<file path="src/rtl/isc_pkg.sv">
package isc_pkg;

  // Occupancy of the single issue slot; SLOT_FIN marks an ended stream.
  typedef enum logic [1:0] {
    SLOT_EMPTY = 2'd0,
    SLOT_HELD  = 2'd1,
    SLOT_FIN   = 2'd2
  } slot_e;

  localparam int DEF_UNITS  = 4;
  localparam int DEF_IDX_W  = 16;
  localparam int DEF_INC_W  = 8;
  localparam int DEF_DATA_W = 32;

endpackage

</file>
<file path="src/rtl/isc_slot.sv">
module isc_slot
  import isc_pkg::*;
#(
  parameter int UT_W   = 2,
  parameter int INC_W  = 8,
  parameter int DATA_W = 32
) (
  input  logic                    clk,
  input  logic                    rst,
  input  logic                    in_valid,
  output logic                    in_ready,
  input  logic [UT_W-1:0]         in_unit,
  input  logic signed [INC_W-1:0] in_inc,
  input  logic                    in_last,
  input  logic [DATA_W-1:0]       in_data,
  input  logic                    start,
  output logic                    held,
  output logic                    fin,
  output logic [UT_W-1:0]         out_unit,
  output logic signed [INC_W-1:0] out_inc,
  output logic [DATA_W-1:0]       out_data
);

  slot_e               state_q;
  logic                last_q;
  logic                take;

  assign in_ready = (state_q == SLOT_EMPTY);
  assign take     = in_valid && in_ready;
  assign held     = (state_q == SLOT_HELD);
  assign fin      = (state_q == SLOT_FIN);

  always_ff @(posedge clk) begin
    if (rst) begin
      state_q  <= SLOT_EMPTY;
      last_q   <= 1'b0;
      out_unit <= '0;
      out_inc  <= '0;
      out_data <= '0;
    end else begin
      unique case (state_q)
        SLOT_EMPTY: if (take) state_q <= SLOT_HELD;
        SLOT_HELD:  if (start) state_q <= last_q ? SLOT_FIN : SLOT_EMPTY;
        default:    state_q <= SLOT_FIN;
      endcase
      if (take) begin
        out_unit <= in_unit;
        out_inc  <= in_inc;
        out_data <= in_data;
        last_q   <= in_last;
      end
    end
  end


  accept_load_chk: assert property (@(posedge clk) disable iff (rst)
    (in_valid && in_ready) |=> held);


  held_stable_chk: assert property (@(posedge clk) disable iff (rst)
    (held && !start) |=> (held && $stable(out_data) && $stable(out_unit)));


  fin_sticky_chk: assert property (@(posedge clk) disable iff (rst)
    fin |=> (fin && !in_ready));

endmodule

</file>
<file path="src/rtl/isc_index.sv">
module isc_index #(
  parameter int IDX_W = 16,
  parameter int INC_W = 8
) (
  input  logic                    clk,
  input  logic                    rst,
  input  logic                    adv,
  input  logic signed [INC_W-1:0] step,
  output logic [IDX_W-1:0]        idx
);

  logic [IDX_W-1:0] step_ext;

  assign step_ext = IDX_W'(step);

  always_ff @(posedge clk) begin
    if (rst)      idx <= '0;
    else if (adv) idx <= idx + step_ext;
  end


  reset_clear_chk: assert property (@(posedge clk)
    rst |=> (idx == '0));

endmodule

</file>
<file path="src/rtl/isc_route.sv">
module isc_route #(
  parameter int UNITS  = 4,
  parameter int UT_W   = 2,
  parameter int DATA_W = 32
) (
  input  logic                    clk,
  input  logic                    rst,
  input  logic                    held,
  input  logic                    stall,
  input  logic [UT_W-1:0]         unit,
  input  logic [DATA_W-1:0]       data,
  output logic [UNITS-1:0]        lane_valid,
  output logic [UNITS*DATA_W-1:0] lane_data
);

  for (genvar u = 0; u < UNITS; u++) begin : g_lane
    logic hit;
    assign hit           = held && (unit == UT_W'(u));
    assign lane_valid[u] = hit && !stall;
    assign lane_data[u*DATA_W +: DATA_W] = hit ? data : '0;
  end


  issue_onehot_chk: assert property (@(posedge clk) disable iff (rst)
    $onehot0(lane_valid));


  lane_idle_chk: assert property (@(posedge clk) disable iff (rst)
    !held |-> (lane_data == '0));

endmodule

</file>
<file path="src/rtl/issue_stall_ctrl.sv">
module issue_stall_ctrl
  import isc_pkg::*;
#(
  parameter int UNITS  = DEF_UNITS,
  parameter int IDX_W  = DEF_IDX_W,
  parameter int INC_W  = DEF_INC_W,
  parameter int DATA_W = DEF_DATA_W,
  localparam int UT_W  = (UNITS > 1) ? $clog2(UNITS) : 1
) (
  input  logic                    clk,
  input  logic                    rst,
  output logic [IDX_W-1:0]        fetch_idx,
  input  logic                    dec_valid,
  output logic                    dec_ready,
  input  logic [UT_W-1:0]         dec_unit,
  input  logic [INC_W-1:0]        dec_inc,
  input  logic                    dec_last,
  input  logic [DATA_W-1:0]       dec_data,
  input  logic [UNITS-1:0]        unit_conflict,
  input  logic [UNITS-1:0]        unit_ready,
  output logic [UNITS-1:0]        iss_valid,
  output logic [UNITS*DATA_W-1:0] iss_data,
  input  logic [UNITS-1:0]        unit_done,
  output logic                    core_done
);

  logic                    held;
  logic                    fin;
  logic                    stall;
  logic                    start;
  logic [UT_W-1:0]         h_unit;
  logic signed [INC_W-1:0] h_inc;
  logic [DATA_W-1:0]       h_data;

  assign stall     = fin || (|unit_conflict);
  assign start     = |(iss_valid & unit_ready);
  assign core_done = fin && (&unit_done);

  isc_slot #(.UT_W(UT_W), .INC_W(INC_W), .DATA_W(DATA_W)) slot_i (
    .clk      (clk),
    .rst      (rst),
    .in_valid (dec_valid),
    .in_ready (dec_ready),
    .in_unit  (dec_unit),
    .in_inc   ($signed(dec_inc)),
    .in_last  (dec_last),
    .in_data  (dec_data),
    .start    (start),
    .held     (held),
    .fin      (fin),
    .out_unit (h_unit),
    .out_inc  (h_inc),
    .out_data (h_data)
  );

  isc_index #(.IDX_W(IDX_W), .INC_W(INC_W)) index_i (
    .clk  (clk),
    .rst  (rst),
    .adv  (start),
    .step (h_inc),
    .idx  (fetch_idx)
  );

  isc_route #(.UNITS(UNITS), .UT_W(UT_W), .DATA_W(DATA_W)) route_i (
    .clk        (clk),
    .rst        (rst),
    .held       (held),
    .stall      (stall),
    .unit       (h_unit),
    .data       (h_data),
    .lane_valid (iss_valid),
    .lane_data  (iss_data)
  );


  dec_hold_rule_chk: assert property (@(posedge clk) disable iff (rst)
    (dec_valid && !dec_ready) |=> (dec_valid && $stable(dec_data) && $stable(dec_unit)));


  unit_tag_range_chk: assert property (@(posedge clk) disable iff (rst)
    dec_valid |-> (int'(dec_unit) < UNITS));


  conflict_blocks_chk: assert property (@(posedge clk) disable iff (rst)
    (|unit_conflict) |-> (iss_valid == '0));


  idx_hold_chk: assert property (@(posedge clk) disable iff (rst)
    !(|(iss_valid & unit_ready)) |=> $stable(fetch_idx));


  end_stall_chk: assert property (@(posedge clk) disable iff (rst)
    fin |-> (!dec_ready && (iss_valid == '0)));


  done_needs_all_chk: assert property (@(posedge clk) disable iff (rst)
    core_done |-> (&unit_done));

endmodule

</file>
<file path="config.mk">
export PLATFORM = sky130hd
export DESIGN_NAME = issue_stall_ctrl
export DESIGN_NICKNAME = d
export VERILOG_FILES = /design/src/rtl/isc_pkg.sv /design/src/rtl/isc_slot.sv /design/src/rtl/isc_index.sv /design/src/rtl/isc_route.sv /design/src/rtl/issue_stall_ctrl.sv
export SDC_FILE = /design/constraint.sdc
export NUM_CORES = 1
export LEC_CHECK = 0
export BUFFER_PORTS_ARGS = -buffer_cell sky130_fd_sc_hd__buf_2
export CORE_MARGIN = 4
export CORE_UTILIZATION = 45
export CTS_CLUSTER_DIAMETER = 40
export DETAILED_ROUTE_END_ITERATION = 7
export PLACE_DENSITY = 0.84
export SLEW_MARGIN = 10
export SYNTH_ARGS = -nofsm -noshare
export SYNTH_HDL_FRONTEND = slang
export SYNTH_HIERARCHICAL = 1
export SYNTH_SLANG_ARGS = --single-unit
</file>
<file path="constraint.sdc">
create_clock -name clk -period 2.1 [get_ports clk]
set_input_delay 0.21 -clock clk [delete_from_list [all_inputs] [get_ports clk]]
set_output_delay 0.21 -clock clk [all_outputs]
set_load 0.1 [all_outputs]
</file>
# == Word-level counts from Yosys, hierarchy flattened ==
# Index checks and enable logic that the tools add are counted.
# word_totals
reg_bits,61
inputBits,58
out_inout_bits,150
# op_classes
add_sub_neg,1
eq_ne,7
n_mux,8
bitwise_logic,1
n_reduce_logical,18
# ops
operator,count
$mux 32,4
$add 16x16->16,1
$logic_and 1x1->1,10
$reduce_or 4->1,2
$eq 2x2->1 const B,3
$mux 2,3
$and 4x4->4,1
$eq 2x1->1 const B,2
$logic_not 2->1,2
$ne 2x2->1 const B,2
$pmux 2 s2,1
$reduce_and 4->1,1
$reduce_and 2->1,1
$logic_not 1->1,1
$logic_or 1x1->1,1

# == Longest topological paths before layout ==
# depth
ltp_word,8
depth_mapped,10
mapped_depth_nobuf,10

# == Cells and area by module ==
# Netlist, hierarchy kept.
# modules_own_cells
module,n_inst,cells_per_inst,area_per_inst_um2
isc_slot,1,196,2065.7
isc_route,1,174,1682.9
isc_index,1,151,1330.0
issue_stall_ctrl,1,9,43.8

# == Worst setup path after synthesis ==
# OpenSTA, ideal clock, no wires.
# synth_path
path_type,reg-to-reg
startpoint,reg slot_i.state_q[0]
endpoint,reg index_i.idx[1]
setup_time_ns,0.128
t_arrival_ns,3.919
t_required_ns,1.972
path_slack_ns,-1.946
path_stages_with_launch,11
path_buffers,2
period_less_slack_ns,4.046
path_cell_list,dfxtp_1 and2b_2 nor3_1 nand2_1 nor4b_2 a22oi_1 nand2_1 clkbuf_1 buf_2 mux2i_1 nor2_1
# synth_via
elab_chain_cells,6
word_cells_on_any_way,14
cone_classes,2 x eq/ne; 1 x bitwise; 11 x reduce/logical
# synth_rtl
element,line_no,source
"start, declared",isc_slot.sv:24,slot_e state_q;
"start signal, assigned",isc_slot.sv:43,SLOT_HELD: if (start) state_q <= last_q ? SLOT_FIN : SLOT_EMPTY;
$eq 2x2->1,isc_slot.sv:31,assign fin = (state_q == SLOT_FIN);
named net fin,issue_stall_ctrl.sv:28,logic fin;
$logic_or 1x1->1,issue_stall_ctrl.sv:35,assign stall = fin || (|unit_conflict);
named net stall,issue_stall_ctrl.sv:29,logic stall;
$logic_not 1->1,isc_route.sv:19,assign lane_valid[u] = hit && !stall;
$logic_and 1x1->1,isc_route.sv:19,
named net iss_valid[0],issue_stall_ctrl.sv:21,"output logic [UNITS-1:0] iss_valid,"
$and 4x4->4,issue_stall_ctrl.sv:36,assign start = |(iss_valid & unit_ready);
$reduce_or 4->1,issue_stall_ctrl.sv:36,
named net start,issue_stall_ctrl.sv:30,logic start;
"end signal, assigned",isc_index.sv:18,else if (adv) idx <= idx + step_ext;
"end, declared",isc_index.sv:9,output logic [IDX_W-1:0] idx
# The timed path passes the listed nets, and every way through them passes these cells.
# A chain may end at the register's enable or synchronous reset.

# == Worst setup path after layout ==
# layout_path
startpoint,reg slot_i.out_inc[7]
endpoint,reg index_i.idx[14]
# layout_via
elab_chain_cells,1
# layout_rtl
element,line_no,source
"start, declared",isc_slot.sv:20,"output logic signed [INC_W-1:0] out_inc,"
"start signal, assigned",isc_slot.sv:48,out_inc <= in_inc;
$add 16x16->16,isc_index.sv:18,
# Every way passes these cells.

==> results by group <==
Status
  • Status: finished, violations left
  • Failing checks: negative setup slack

STA
  • Final Hold Viols: 0
  • RSZ-0062 raised after global routing: true
  • Final period util: 114.5%
  • Worst slew margin: 66.74%
  • Final WS setup: -0.3038 ns
  • Min Tclk post-route: 2.404 ns
  • Worst-Margin Slew: 0.4990 ns
  • Final Setup Violations: 7
  • Maximum clock rate: 0.4160 GHz
  • Pins over their slew limit: 0
  • Final clock skew: 0.005673 ns

Route
  • Initial DRT Pass Iterations: 5
  • Drt wl/cell: 22.56 µm
  • Met3 wire len: 1390 µm
  • Remaining DRCs: 0
  • Initial drt markers: 627
  • WL met2: 10,480 µm
  • ANT nets after route: 0
  • Uppermost layer routed: met4
  • Final WL: 20,150 µm
  • WL met1: 7454 µm
  • DR vias: 5,390
  • Vias per cell: 6.036

Critical path
  • Setup slack, reg-to-reg: -0.30 ns
  • Crit end category: register
  • Worst-path fanout max: 8
  • Setup Crit Path Kind: reg -> reg
  • Crit path DAT: 2.60 ns
  • CP Launch Type: register
  • Crit path required time: 2.30 ns

CTS
  • CTS Hold Buffers Added: 0
  • Worst-Skew Late Latency: 0.32 ns
  • Clock buffer depth: 2
  • TritonCTS clock tree: yes
  • # clock sinks: 61
  • Total CTS buffers: 9
  • CTS clock-pin slew for the worst setup and hold paths: 0.05 ns
  • H-tree depth: 3
  • CTS Root Cell: clkbuf_16

Logic synthesis
  • Net count after synthesis: 604
  • Post-Syn Area per Cell: 9.665 µm²
  • Distinct cell type count after synthesis: 62
  • Fraction of registers with async set/reset: 0%
  • Sequential fraction of the synthesis area: 23.84%
  • Cell Area, Synth: 0.005122 mm²
  • EDFF count, synth: 0
  • Syn. warnings: 6
  • Most used DFF post-synth: dfxtp_1
  • Synth Instances: 530
  • Register bit count reported by yosys: 61

Layout
  • Fraction of layout cells with a size suffix above 1: 47.47%
  • Area of the multi-input gates: 0.003578 mm²
  • Nets: 822
  • Most frequent cells in the layout: buf_12 (136), nand2b_1 (91), buf_2 (75)
  • Finished Cell Area: 0.008947 mm²
  • Register area: 0.001230 mm²
  • Post-synthesis to final-layout area growth: 74.67%
  • Final Util: 81.47%
  • Most common cell after layout, fill and taps aside: buf_12
  • Fillers: 573

Die
  • Die Ht: 114.7 µm
  • Core Footprint: 0.01098 mm²
  • IO Pins: 208
  • Row cnt: 38
  • Die width: 114.7 µm
  • Initial Util: 46.64%
  • Die area: 0.01315 mm²

Global routing
  • Largest net degree at the start of global routing: 121
  • Grt total ovfl: 0
  • Antenna violations before repair: 1
  • Number of global-route vias before repair: 5,047
  • Gr usage total: 26.29%
  • First-pass GRT wire length: 27,540 µm

Place
  • Post-DP HPWL: 13,370 µm
  • DP Area: 0.008203 mm²
  • PortBufs: 207
  • Final Wtd Congestion: 0.9181

Pwr
  • Peak supply drop: 0.5210 mV
  • Leak: 3.935 nW
  • Pwr dens: 429.5 mW/mm²

Run
  • Max Cap Viol: 0

Hold path
  • HP Class: in -> reg
[routing by layer]
metal  up-vias  global-route usage (%)
li1       2444                       -
met1      2601                   30.12
met2       284                   48.23
met3        61                   4.387
met4         0                   10.49
met5         -                       0
[registers in the layout, indices dropped and copies added (netlist names)]
register and flops:
slot_i/out_unit 2, slot_i/last_q 1, slot_i/out_inc 8, slot_i/state_q 2, index_i/idx 16, slot_i/out_data 32
[synthesized netlist by cell type (all sizes together) (2+ instances only)]
cell / count / area (µm²)
ha: 15 / 187.7
nor2: 21 / 78.83
clkbuf: 26 / 97.59
xnor2: 5 / 43.79
a31oi: 2 / 12.51
a21o: 5 / 37.54
o21ai: 7 / 35.03
and4b: 65 / 650.6
a21oi: 9 / 48.80
a211oi: 2 / 15.01
o2111ai: 2 / 17.52
o311ai: 2 / 17.52
and4bb: 34 / 425.4
dfxtp: 61 / 1221
a22oi: 2 / 15.01
a21boi: 2 / 15.01
buf: 36 / 379.1
o22ai: 2 / 12.51
or3: 2 / 12.51
o21a: 2 / 15.01
xor2: 4 / 35.03
nand3: 4 / 20.02
and2b: 2 / 17.52
a221oi: 2 / 30.03
nor3: 2 / 10.01
nor3b: 5 / 42.54
and4: 32 / 280.3
nand4: 2 / 12.51
nand2: 11 / 41.29
nand2b: 91 / 569.3
mux2i: 50 / 500.5
[path summary, 6_finish.rpt]
| path | startpoint | endpoint | cells past startpoint |
|---|---|---|---|
| hold reg to reg | slot_i/out_inc[6] | slot_i/out_inc[6] | 2 |
| setup / recovery | slot_i/out_inc[7] | index_i/idx[14] | 9 |
| hold / removal | dec_unit[0] | slot_i/out_unit[0] | 3 |
| setup reg to reg | slot_i/out_inc[7] | index_i/idx[14] | 9 |
[cell families after synthesis]
family	count (synthesis)	share of synthesized area, %
buffers and inverters	63	9.380
adder cells (fa/ha/maj)	16	4.055
multiplexers	51	9.990
AND/OR/NAND/NOR	281	43.85
AO/OA/AOI/OAI	49	7.352
flip-flops	61	23.84
XOR/XNOR	9	1.539
[metrics by stage]
step | TNS, ns | instances | hold slack (ns) | setup WS [ns] | power [mW]
after floorplan | -17.67 | 530 | 0.3647 | -1.169 | 1.892
after global placement | -0.5795 | 860 | 0.4613 | -0.1948 | 2.084
after detailed placement | -1.008 | 860 | 0.4739 | -0.2728 | 2.131
after CTS | -0.4440 | 881 | 0.1391 | -0.1561 | 3.785
after global routing | -2.185 | 893 | 0.1484 | -0.3697 | 3.960
final | -0.9810 | 893 | 0.1476 | -0.3038 | 3.843
[final cells by class]
type                            instances  share of cell area (%)
Antenna cell                            1                 0.02797
Clock buffer                           12                   2.979
Clock inverter                          3                  0.7551
Inverter                                1                 0.04195
Multi-Input combinational cell        406                   39.99
Sequential cell                        61                   13.75
Tap cell                              140                   1.958
Timing Repair Buffer                  269                   40.50
[repair_timing]
| item | CTS | global route |
|---|---|---|
| pin swaps | 17 | 5 |
| gates cloned | 0 | 5 |
| setup buffers | 6 | 6 |
| setup endpoints to repair | 135 | 109 |
| resized for setup | 24 | 30 |
[critical path, cell delays in order, from the launching register on]
cell and delay, ns:
dfxtp_2 0.37, buf_4 0.16, ha_2 0.37, nand2_1 0.08, buf_4 0.15, nor2_2 0.22
nand3_1 0.20, o221ai_4 0.26, nor3_1 0.09, or3_1 0.37
[power breakdown]
| part | switching [mW] | total (mW) | internal [mW] |
|---|---|---|---|
| registers | 0.0765 | 1.29 | 1.22 |
| clock network | 0.511 | 1.64 | 1.13 |
| logic | 0.536 | 0.911 | 0.375 |
Power figures use the tool's default switching activity.
